<file path="config.mk">
export PLATFORM = sky130hd
export DESIGN_NAME = uart_rx_queue
export DESIGN_NICKNAME = d
export VERILOG_FILES = /design/src/rtl/uart_rxq_pkg.sv /design/src/rtl/rxq_store.sv /design/src/rtl/rxq_err_track.sv /design/src/rtl/rxq_idle_timer.sv /design/src/rtl/uart_rx_queue.sv
export SDC_FILE = /design/constraint.sdc
export NUM_CORES = 1
export LEC_CHECK = 0
export BUFFER_PORTS_ARGS = -buffer_cell sky130_fd_sc_hd__buf_2
export CORE_MARGIN = 2
export CORE_UTILIZATION = 30
export CTS_BUF_LIST = sky130_fd_sc_hd__clkbuf_16
export DETAILED_ROUTE_END_ITERATION = 16
export PLACE_DENSITY_LB_ADDON = 0.15
export SLEW_MARGIN = 20
export SYNTH_ARGS = -nofsm -noshare
export SYNTH_HDL_FRONTEND = slang
export SYNTH_HIERARCHICAL = 1
export SYNTH_SLANG_ARGS = --single-unit
</file>
<file path="constraint.sdc">
create_clock -name clk_i -period 5 [get_ports clk_i]
set_clock_uncertainty 0.05 [all_clocks]
set_input_delay 0.25 -clock clk_i [delete_from_list [all_inputs] [get_ports clk_i]]
set_output_delay 0.25 -clock clk_i [all_outputs]
set_load 0.01 [all_outputs]
</file>
<file path="src/rtl/uart_rxq_pkg.sv">
package uart_rxq_pkg;

  typedef struct packed {
    logic ovr;
    logic brk;
    logic frm;
    logic par;
  } rxq_flags_t;

  typedef enum logic [1:0] {
    TRIG_A = 2'd0,
    TRIG_B = 2'd1,
    TRIG_C = 2'd2,
    TRIG_D = 2'd3
  } trig_sel_e;

endpackage

</file>
<file path="src/rtl/rxq_store.sv">
module rxq_store
  import uart_rxq_pkg::*;
#(
  parameter int DEPTH = 16,
  parameter int DW    = 8,
  parameter int AW    = $clog2(DEPTH),
  parameter int CW    = $clog2(DEPTH + 1)
) (
  input  logic          clk_i,
  input  logic          rst_ni,
  input  logic          flush_i,
  input  logic          fifo_en_i,
  input  logic          push_i,
  input  logic          pop_req_i,
  input  logic [DW-1:0] din_i,
  input  rxq_flags_t    flags_i,
  output logic [DW-1:0] head_data_o,
  output rxq_flags_t    head_flags_o,
  output logic [CW-1:0] count_o,
  output logic          pop_o,
  output logic          push_err_o,
  output logic          pop_err_o,
  output logic          ovr_new_err_o
);

  localparam logic [CW-1:0] FULL_Q = CW'(DEPTH);
  localparam logic [CW-1:0] FULL_H = CW'(1);
  localparam logic [AW-1:0] LAST   = AW'(DEPTH - 1);

  logic [DW-1:0] data_mem [DEPTH];
  rxq_flags_t    flag_mem [DEPTH];
  logic [AW-1:0] wr_ptr, rd_ptr, last_idx;
  logic [CW-1:0] count_q, cap;
  logic          full, accept, ovr_hit;

  function automatic logic [AW-1:0] ptr_inc(input logic [AW-1:0] p);
    return (p == LAST) ? '0 : p + 1'b1;
  endfunction

  assign cap      = fifo_en_i ? FULL_Q : FULL_H;
  assign full     = (count_q >= cap);
  assign pop_o    = pop_req_i && (count_q != '0) && !flush_i;
  assign accept   = push_i && !flush_i && (!full || pop_o);
  assign ovr_hit  = push_i && !flush_i && full && !pop_o;
  assign last_idx = (wr_ptr == '0) ? LAST : wr_ptr - 1'b1;

  always_ff @(posedge clk_i) begin
    if (accept) data_mem[wr_ptr] <= din_i;
  end

  always_ff @(posedge clk_i or negedge rst_ni) begin
    if (!rst_ni) begin
      for (int i = 0; i < DEPTH; i++) flag_mem[i] <= '0;
    end else if (accept) begin
      flag_mem[wr_ptr] <= flags_i;
    end else if (ovr_hit) begin
      flag_mem[last_idx].ovr <= 1'b1;
    end
  end

  always_ff @(posedge clk_i or negedge rst_ni) begin
    if (!rst_ni) begin
      wr_ptr  <= '0;
      rd_ptr  <= '0;
      count_q <= '0;
    end else if (flush_i) begin
      wr_ptr  <= '0;
      rd_ptr  <= '0;
      count_q <= '0;
    end else begin
      if (accept) wr_ptr <= ptr_inc(wr_ptr);
      if (pop_o)  rd_ptr <= ptr_inc(rd_ptr);
      count_q <= count_q + CW'(accept) - CW'(pop_o);
    end
  end

  assign head_data_o   = data_mem[rd_ptr];
  assign head_flags_o  = flag_mem[rd_ptr];
  assign count_o       = count_q;
  assign push_err_o    = accept && (|flags_i);
  assign pop_err_o     = pop_o && (|head_flags_o);
  assign ovr_new_err_o = ovr_hit && !(|flag_mem[last_idx]);

  AST_COUNT_BOUND: assert property (@(posedge clk_i) disable iff (!rst_ni)
    count_q <= FULL_Q);
  AST_EMPTY_READ_NOP: assert property (@(posedge clk_i) disable iff (!rst_ni)
    (pop_req_i && !push_i && !flush_i && count_q == '0) |=> count_q == '0);
  AST_OVERRUN_DROPS: assert property (@(posedge clk_i) disable iff (!rst_ni)
    (push_i && !pop_req_i && !flush_i && count_q == cap) |=> $stable(count_q));
  AST_OVERRUN_TAGS: assert property (@(posedge clk_i) disable iff (!rst_ni)
    (push_i && !pop_req_i && !flush_i && count_q == cap) |=> flag_mem[$past(last_idx)].ovr);

endmodule

</file>
<file path="src/rtl/rxq_err_track.sv">
module rxq_err_track #(
  parameter int CW = 5
) (
  input  logic          clk_i,
  input  logic          rst_ni,
  input  logic          flush_i,
  input  logic          push_err_i,
  input  logic          pop_err_i,
  input  logic          ovr_new_err_i,
  input  logic [CW-1:0] count_i,
  output logic          err_any_o
);

  logic [CW-1:0] err_cnt;

  always_ff @(posedge clk_i or negedge rst_ni) begin
    if (!rst_ni)      err_cnt <= '0;
    else if (flush_i) err_cnt <= '0;
    else              err_cnt <= err_cnt + CW'(push_err_i) + CW'(ovr_new_err_i) - CW'(pop_err_i);
  end

  assign err_any_o = (err_cnt != '0);

  AST_ERR_WITHIN_COUNT: assert property (@(posedge clk_i) disable iff (!rst_ni)
    err_cnt <= count_i);
  AST_ERR_CLEARS_EMPTY: assert property (@(posedge clk_i) disable iff (!rst_ni)
    (count_i == '0) |-> !err_any_o);

endmodule

</file>
<file path="src/rtl/rxq_idle_timer.sv">
module rxq_idle_timer #(
  parameter int IDLE_LIMIT = 4,
  parameter int CW         = 5,
  parameter int IW         = $clog2(IDLE_LIMIT + 1)
) (
  input  logic          clk_i,
  input  logic          rst_ni,
  input  logic          flush_i,
  input  logic          activity_i,
  input  logic          tick_i,
  input  logic          armed_i,
  input  logic [CW-1:0] count_i,
  output logic          timeout_o
);

  localparam logic [IW-1:0] LIM = IW'(IDLE_LIMIT);

  logic [IW-1:0] idle_q;
  logic          tmo_q, fire;

  always_ff @(posedge clk_i or negedge rst_ni) begin
    if (!rst_ni)                      idle_q <= '0;
    else if (flush_i || activity_i)   idle_q <= '0;
    else if (tick_i && idle_q != LIM) idle_q <= idle_q + 1'b1;
  end

  assign fire = (idle_q == LIM) && armed_i;

  // cleared one cycle late; output gating keeps it invisible
  always_ff @(posedge clk_i or negedge rst_ni) begin
    if (!rst_ni)               tmo_q <= 1'b0;
    else if (flush_i)          tmo_q <= 1'b0;
    else if (count_i == '0)    tmo_q <= 1'b0;
    else if (fire)             tmo_q <= 1'b1;
  end

  assign timeout_o = tmo_q && (count_i != '0);

  AST_TMO_AFTER_IDLE: assert property (@(posedge clk_i) disable iff (!rst_ni)
    $rose(timeout_o) |-> $past(idle_q == LIM));
  AST_TMO_HOLDS: assert property (@(posedge clk_i) disable iff (!rst_ni)
    $fell(timeout_o) |-> count_i == '0);
  AST_IDLE_SAT: assert property (@(posedge clk_i) disable iff (!rst_ni)
    idle_q <= LIM);

endmodule

</file>
<file path="src/rtl/uart_rx_queue.sv">
module uart_rx_queue
  import uart_rxq_pkg::*;
#(
  parameter int DEPTH      = 16,
  parameter int DW         = 8,
  parameter int IDLE_LIMIT = 4,
  parameter int LVL_A      = 1,
  parameter int LVL_B      = 4,
  parameter int LVL_C      = 8,
  parameter int LVL_D      = 14
) (
  input  logic                         clk_i,
  input  logic                         rst_ni,
  input  logic                         fifo_en_i,
  input  logic [1:0]                   trig_sel_i,
  input  logic                         tick_i,
  input  logic                         rx_valid_i,
  input  logic [DW-1:0]                rx_data_i,
  input  logic                         rx_par_err_i,
  input  logic                         rx_frm_err_i,
  input  logic                         rx_brk_i,
  input  logic                         rd_i,
  output logic [DW-1:0]                rd_data_o,
  output logic [3:0]                   rd_flags_o,
  output logic [$clog2(DEPTH+1)-1:0]   count_o,
  output logic                         data_ready_o,
  output logic                         timeout_o,
  output logic                         line_err_o,
  output logic                         err_any_o
);

  localparam int AW = $clog2(DEPTH);
  localparam int CW = $clog2(DEPTH + 1);

  logic          en_q, flush, pop, push_err, pop_err, ovr_new_err, armed;
  logic [CW-1:0] count, trig_lvl;
  rxq_flags_t    in_flags, head_flags;
  trig_sel_e     tsel;

  always_ff @(posedge clk_i or negedge rst_ni) begin
    if (!rst_ni) en_q <= 1'b0;
    else         en_q <= fifo_en_i;
  end

  assign flush = (fifo_en_i != en_q);
  assign tsel  = trig_sel_e'(trig_sel_i);

  always_comb begin
    unique case (tsel)
      TRIG_A:  trig_lvl = CW'(LVL_A);
      TRIG_B:  trig_lvl = CW'(LVL_B);
      TRIG_C:  trig_lvl = CW'(LVL_C);
      default: trig_lvl = CW'(LVL_D);
    endcase
  end

  assign in_flags = '{ovr: 1'b0, brk: rx_brk_i, frm: rx_frm_err_i, par: rx_par_err_i};

  rxq_store #(.DEPTH(DEPTH), .DW(DW), .AW(AW), .CW(CW)) u_store (
    .clk_i        (clk_i),
    .rst_ni       (rst_ni),
    .flush_i      (flush),
    .fifo_en_i    (fifo_en_i),
    .push_i       (rx_valid_i),
    .pop_req_i    (rd_i),
    .din_i        (rx_data_i),
    .flags_i      (in_flags),
    .head_data_o  (rd_data_o),
    .head_flags_o (head_flags),
    .count_o      (count),
    .pop_o        (pop),
    .push_err_o   (push_err),
    .pop_err_o    (pop_err),
    .ovr_new_err_o(ovr_new_err)
  );

  rxq_err_track #(.CW(CW)) u_err (
    .clk_i        (clk_i),
    .rst_ni       (rst_ni),
    .flush_i      (flush),
    .push_err_i   (push_err),
    .pop_err_i    (pop_err),
    .ovr_new_err_i(ovr_new_err),
    .count_i      (count),
    .err_any_o    (err_any_o)
  );

  assign armed = fifo_en_i && (count != '0) && (count < trig_lvl);

  rxq_idle_timer #(.IDLE_LIMIT(IDLE_LIMIT), .CW(CW)) u_idle (
    .clk_i     (clk_i),
    .rst_ni    (rst_ni),
    .flush_i   (flush),
    .activity_i(rx_valid_i || pop),
    .tick_i    (tick_i),
    .armed_i   (armed),
    .count_i   (count),
    .timeout_o (timeout_o)
  );

  assign count_o      = count;
  assign rd_flags_o   = head_flags;
  assign line_err_o   = (count != '0) && (|head_flags);
  assign data_ready_o = fifo_en_i ? (count >= trig_lvl) : (count != '0);

  AST_HEAD_ERR_COUNTED: assert property (@(posedge clk_i) disable iff (!rst_ni)
    line_err_o |-> err_any_o);
  AST_FLUSH_EMPTIES: assert property (@(posedge clk_i) disable iff (!rst_ni)
    flush |=> (count_o == '0 && !timeout_o));
  AST_HOLD_MODE_ONE: assert property (@(posedge clk_i) disable iff (!rst_ni)
    (!fifo_en_i && !flush) |-> count_o <= CW'(1));

endmodule

</file>
==> flow_results.org <==
** Critical path
- Type of element launching the critical path :: flip-flop
- Worst Path Max Fanout :: 13
- By startpoint and endpoint, the worst setup path is classified as flip-flop to flip-flop.
- Sort of element at the end of the critical path :: flip-flop
- Data on the critical path arrives at its endpoint at about 4.4 ns.
- For the worst setup path, the data required time is 5.37 ns.
- The number of cells on the worst reg-to-reg path is 13.

** GRT
- Largest net degree at the start of global routing :: between 40 and 50
- The first global-routing pass estimated 42000 um of wire.
- Congestion Overflow GR :: 0
- Overall routing resource usage :: 0.150
- Initial antenna violation count :: 0
- Via count of the first global-routing pass :: 6701

** Worst hold path
- Class of the tightest hold or removal check :: primary input to flip-flop
- Counting instances, the worst hold path has a depth of 4.

** Finish
- For this run, the post-layout net count is 827.
- The library cell used most frequently in the layout, excluding fill and tap cells, is edfxtp_1.
- Area Growth Syn to Fin :: 13.5%
- In the layout the commonest cells are 128 x edfxtp_1, 86 x dfrtp_1, 51 x mux2i_1.
- In the final layout, the share of cells above drive strength 1 is 0.243.
- 0 antenna diodes ended up in the layout.
- The finished layout holds 1256 standard cells, fillers aside.

** Synth
- The Yosys step of the flow raised 6 warnings.
- Synthesized area :: 10700 um^2
- After synthesis, the mean cell area works out to 14.5 um^2.
- The post-synthesis compound-gate area fraction is 0.0898.
- Of the total synthesized cell area, the portion taken by full adders, half adders and majority gates is 0.0385.
- Xor/xnor share of the synthesized area :: 0.00658
- After synthesis, the share of flip-flops with an asynchronous set or reset is 0.405.
- Most used flip-flop cell after synthesis :: edfxtp_1
- Number of synthesized flops with an enable pin :: ~130
- For this run, the register share of the synthesized area comes to 0.565.
- Synth unique cells :: 70
- Counting every instance in the synthesized netlist gives 734.
- Mux contribution to synthesized area :: 0.173
- Simple-gate share of the synthesized area :: 0.0878
- Dominant combinational cell family by area after synthesis :: multiplexers
- Synthesized flop and latch total :: 215

** Die
- During I/O placement, the number of pins put on the boundary was 40.
- Horizontal die dimension :: 192 um
- The die covers 37000 um^2.
- For this configuration, the core starts out at a cell density of 0.302.
- The core region is 35300 um^2.
- Standard-cell row count :: 69
- From bottom edge to top edge, the die measures approximately 190 um.

** STA
- For the pin with the worst max-slew slack, the measured transition is a little under 1 ns.
- The number of pins with negative max-slew slack in the final report was 0.
- Setup violations remaining at the end of the flow were counted as 0.
- Highest clock frequency the design can meet :: 0.248 GHz
- The worst path meets setup with 0.967 ns of slack.
- For the final routed database, the setup TNS stands at 0 ns.
- Measured against its own limit, the worst slew margin works out to 0.358.
- Of the available clock period, the critical path in the final layout requires 0.807.
- Setup repair after global routing left no endpoint under its margin.
- The hold violation count in the final report was 0.
- Min Tclk post-route :: 4.03 ns

** Outcome
- The flow ran to the end, and the final reports show no timing, DRC or antenna violations.

** Clock tree
- CTS built an H-tree with a depth of 1.
- TritonCTS built the clock tree.
- Buffers inserted during clock tree synthesis total 24.
- The tree built by TritonCTS fans out to 215 sinks.
- The longest clock path from root to sink contains 3 buffers.
- Clock-pin slew on the worst setup and hold paths :: about 0.060 ns
- The tree is rooted in a clkbuf_16.
- Latest clock arrival within the worst-skew pair :: 0.53 ns
- Count of buffers added by post-CTS timing repair for setup :: 0
- After clock tree synthesis, the repair step resized 0 gates.

** Place
- Inst Count DP :: 1209
- Input and output buffers added on the ports amount to 39.
- Placer Congestion :: 0.898
- The HPWL after detailed placement is 19100 um.
- Timing analysis after detailed placement gives a worst setup slack of roughly 0.98 ns.

** Routing
- Via Count :: 6442
- After the first detailed-routing iteration, the DRC count stood at 412.
- For this block, the routed nets add up to 27000 um of wire.
- Routed length per instance :: 21.5 um
- Antenna viol nets, final :: 0
- Vias per cell :: 5.13
- DR pass1 iterations :: 5
- In the routed design, unresolved DRC markers number 0.

** Power and ir drop
- VDD sags by at most 247 uV.
- Dividing total power by cell area gives a power density of 476 nW/um^2.
- For this design the static power due to leakage is between 4 and 5 nW.

** Run
- The tool flagged a number of max-cap violations equal to 0.
## cell type report
cell class	count	area (um^2)
Multi-Input combinational cell	437	4240
Sequential cell	215	6020
Fill cell	3405	23200
Inverter	48	180
Timing Repair Buffer	51	295
Clock inverter	20	178
Tap cell	461	577
Clock buffer	24	601
## final timing paths
kind	start	end	slack, ns
max	u_store/wr_ptr[0]$_DFFE_PN0P_	u_err/err_cnt[4]$_DFF_PN0_	0.97
min	tick_i	u_idle/idle_q[2]$_DFFE_PN0P_	0.04
max reg2reg	u_store/wr_ptr[0]$_DFFE_PN0P_	u_err/err_cnt[4]$_DFF_PN0_	0.97
min reg2reg	u_store/flag_mem[51]$_DFFE_PN0P_	u_store/flag_mem[51]$_DFFE_PN0P_	0.46
max in group asynchronous	rst_ni	u_store/rd_ptr[0]$_DFFE_PN0P_	3.62
min in group asynchronous	rst_ni	u_err/err_cnt[4]$_DFF_PN0_	0.20
## synthesized netlist by cell type, types with 6 or more instances
master,count,share of area
nand3_1,8,0.0038
buf_2,14,0.0066
mux2_2,6,0.0063
nor2b_1,9,0.0053
a221oi_1,24,0.020
dfrtp_1,87,0.20
mux2i_1,51,0.048
ha_1,28,0.033
a22oi_1,12,0.0085
o21ai_0,23,0.011
mux4_2,28,0.059
a21oi_1,11,0.0052
nand3_4,14,0.023
a32oi_1,13,0.011
clkbuf_1,11,0.0039
nor2_1,28,0.0099
inv_1,47,0.017
mux2_4,42,0.059
and2_1,6,0.0035
nor4_1,11,0.0065
nand2_1,25,0.0088
o2bb2ai_1,12,0.0099
buf_6,6,0.0063
edfxtp_1,128,0.36
## through the flow
step | power, mW | area, um^2 | hold WS (ns) | util
5_1_grt | 6.09 | 12100 | 0.0502 | 0.343
4_1_cts | 5.84 | 12100 | 0.0154 | 0.343
3_3_place_gp | 4.03 | 11300 | 0.216 | 0.320
3_5_place_dp | 4.06 | 11300 | 0.232 | 0.320
6_report | 5.76 | 12100 | 0.0421 | 0.343
2_1_floorplan | 3.55 | 10700 | -0.0956 | -
## cells by family after synthesis
| group | after synthesis |
|---|---|
| DFF | 215 |
| buffers and inverters | 86 |
| muxes | 127 |
| and+or+nand+nor | 139 |
| adders and majority gates | 31 |
| xor gates and xnor gates | 8 |
| AOI/OAI and AO/OA | 127 |
| other | 1 |
## sequential cells by signal, summed over array words and instances (netlist names)
name / count
en_q: 1
u_err/err_cnt: 5
u_idle/idle_q: 3
u_idle/tmo_q: 1
u_store/count_o: 5
u_store/data_mem: 128
u_store/flag_mem: 64
u_store/rd_ptr: 4
u_store/wr_ptr: 4
## routing by layer
layer | part of all wire | routed length, um | track usage
met5 | 0 | 0 | 0
met4 | 0.025 | 678 | 0.0414
met3 | 0.053 | 1440 | 0.0293
met2 | 0.47 | 12800 | 0.249
met1 | 0.45 | 12100 | 0.199
## report_power, final
part	leakage, nW	internal, mW	total (mW)	switching, mW
combinational	2.00	0.797	1.75	0.953
clock	0.394	1.03	1.74	0.712
sequential	2.32	2.04	2.27	0.225
total	4.72	3.87	5.76	1.89
## what timing repair did
| action | 4_1_cts | 5_1_grt |
|---|---|---|
| hold endpoints to repair | 45 | 0 |
| hold buffers | 3 | 0 |
| setup endpoints to repair | 0 | 0 |
## worst max-delay path: stages, from the launching register on
cell       delay, ns
dfrtp_1         0.49
inv_1           0.17
ha_1            0.48
a21oi_2         0.43
mux4_2          0.39
a2111oi_2       0.36
inv_1           0.08
ha_1            0.32
fa_1            0.39
inv_1           0.08
fa_1            0.22
a21oi_2         0.08
o2111ai_1       0.18
a21bo_1         0.22
(Power assumes the default switching activity.)
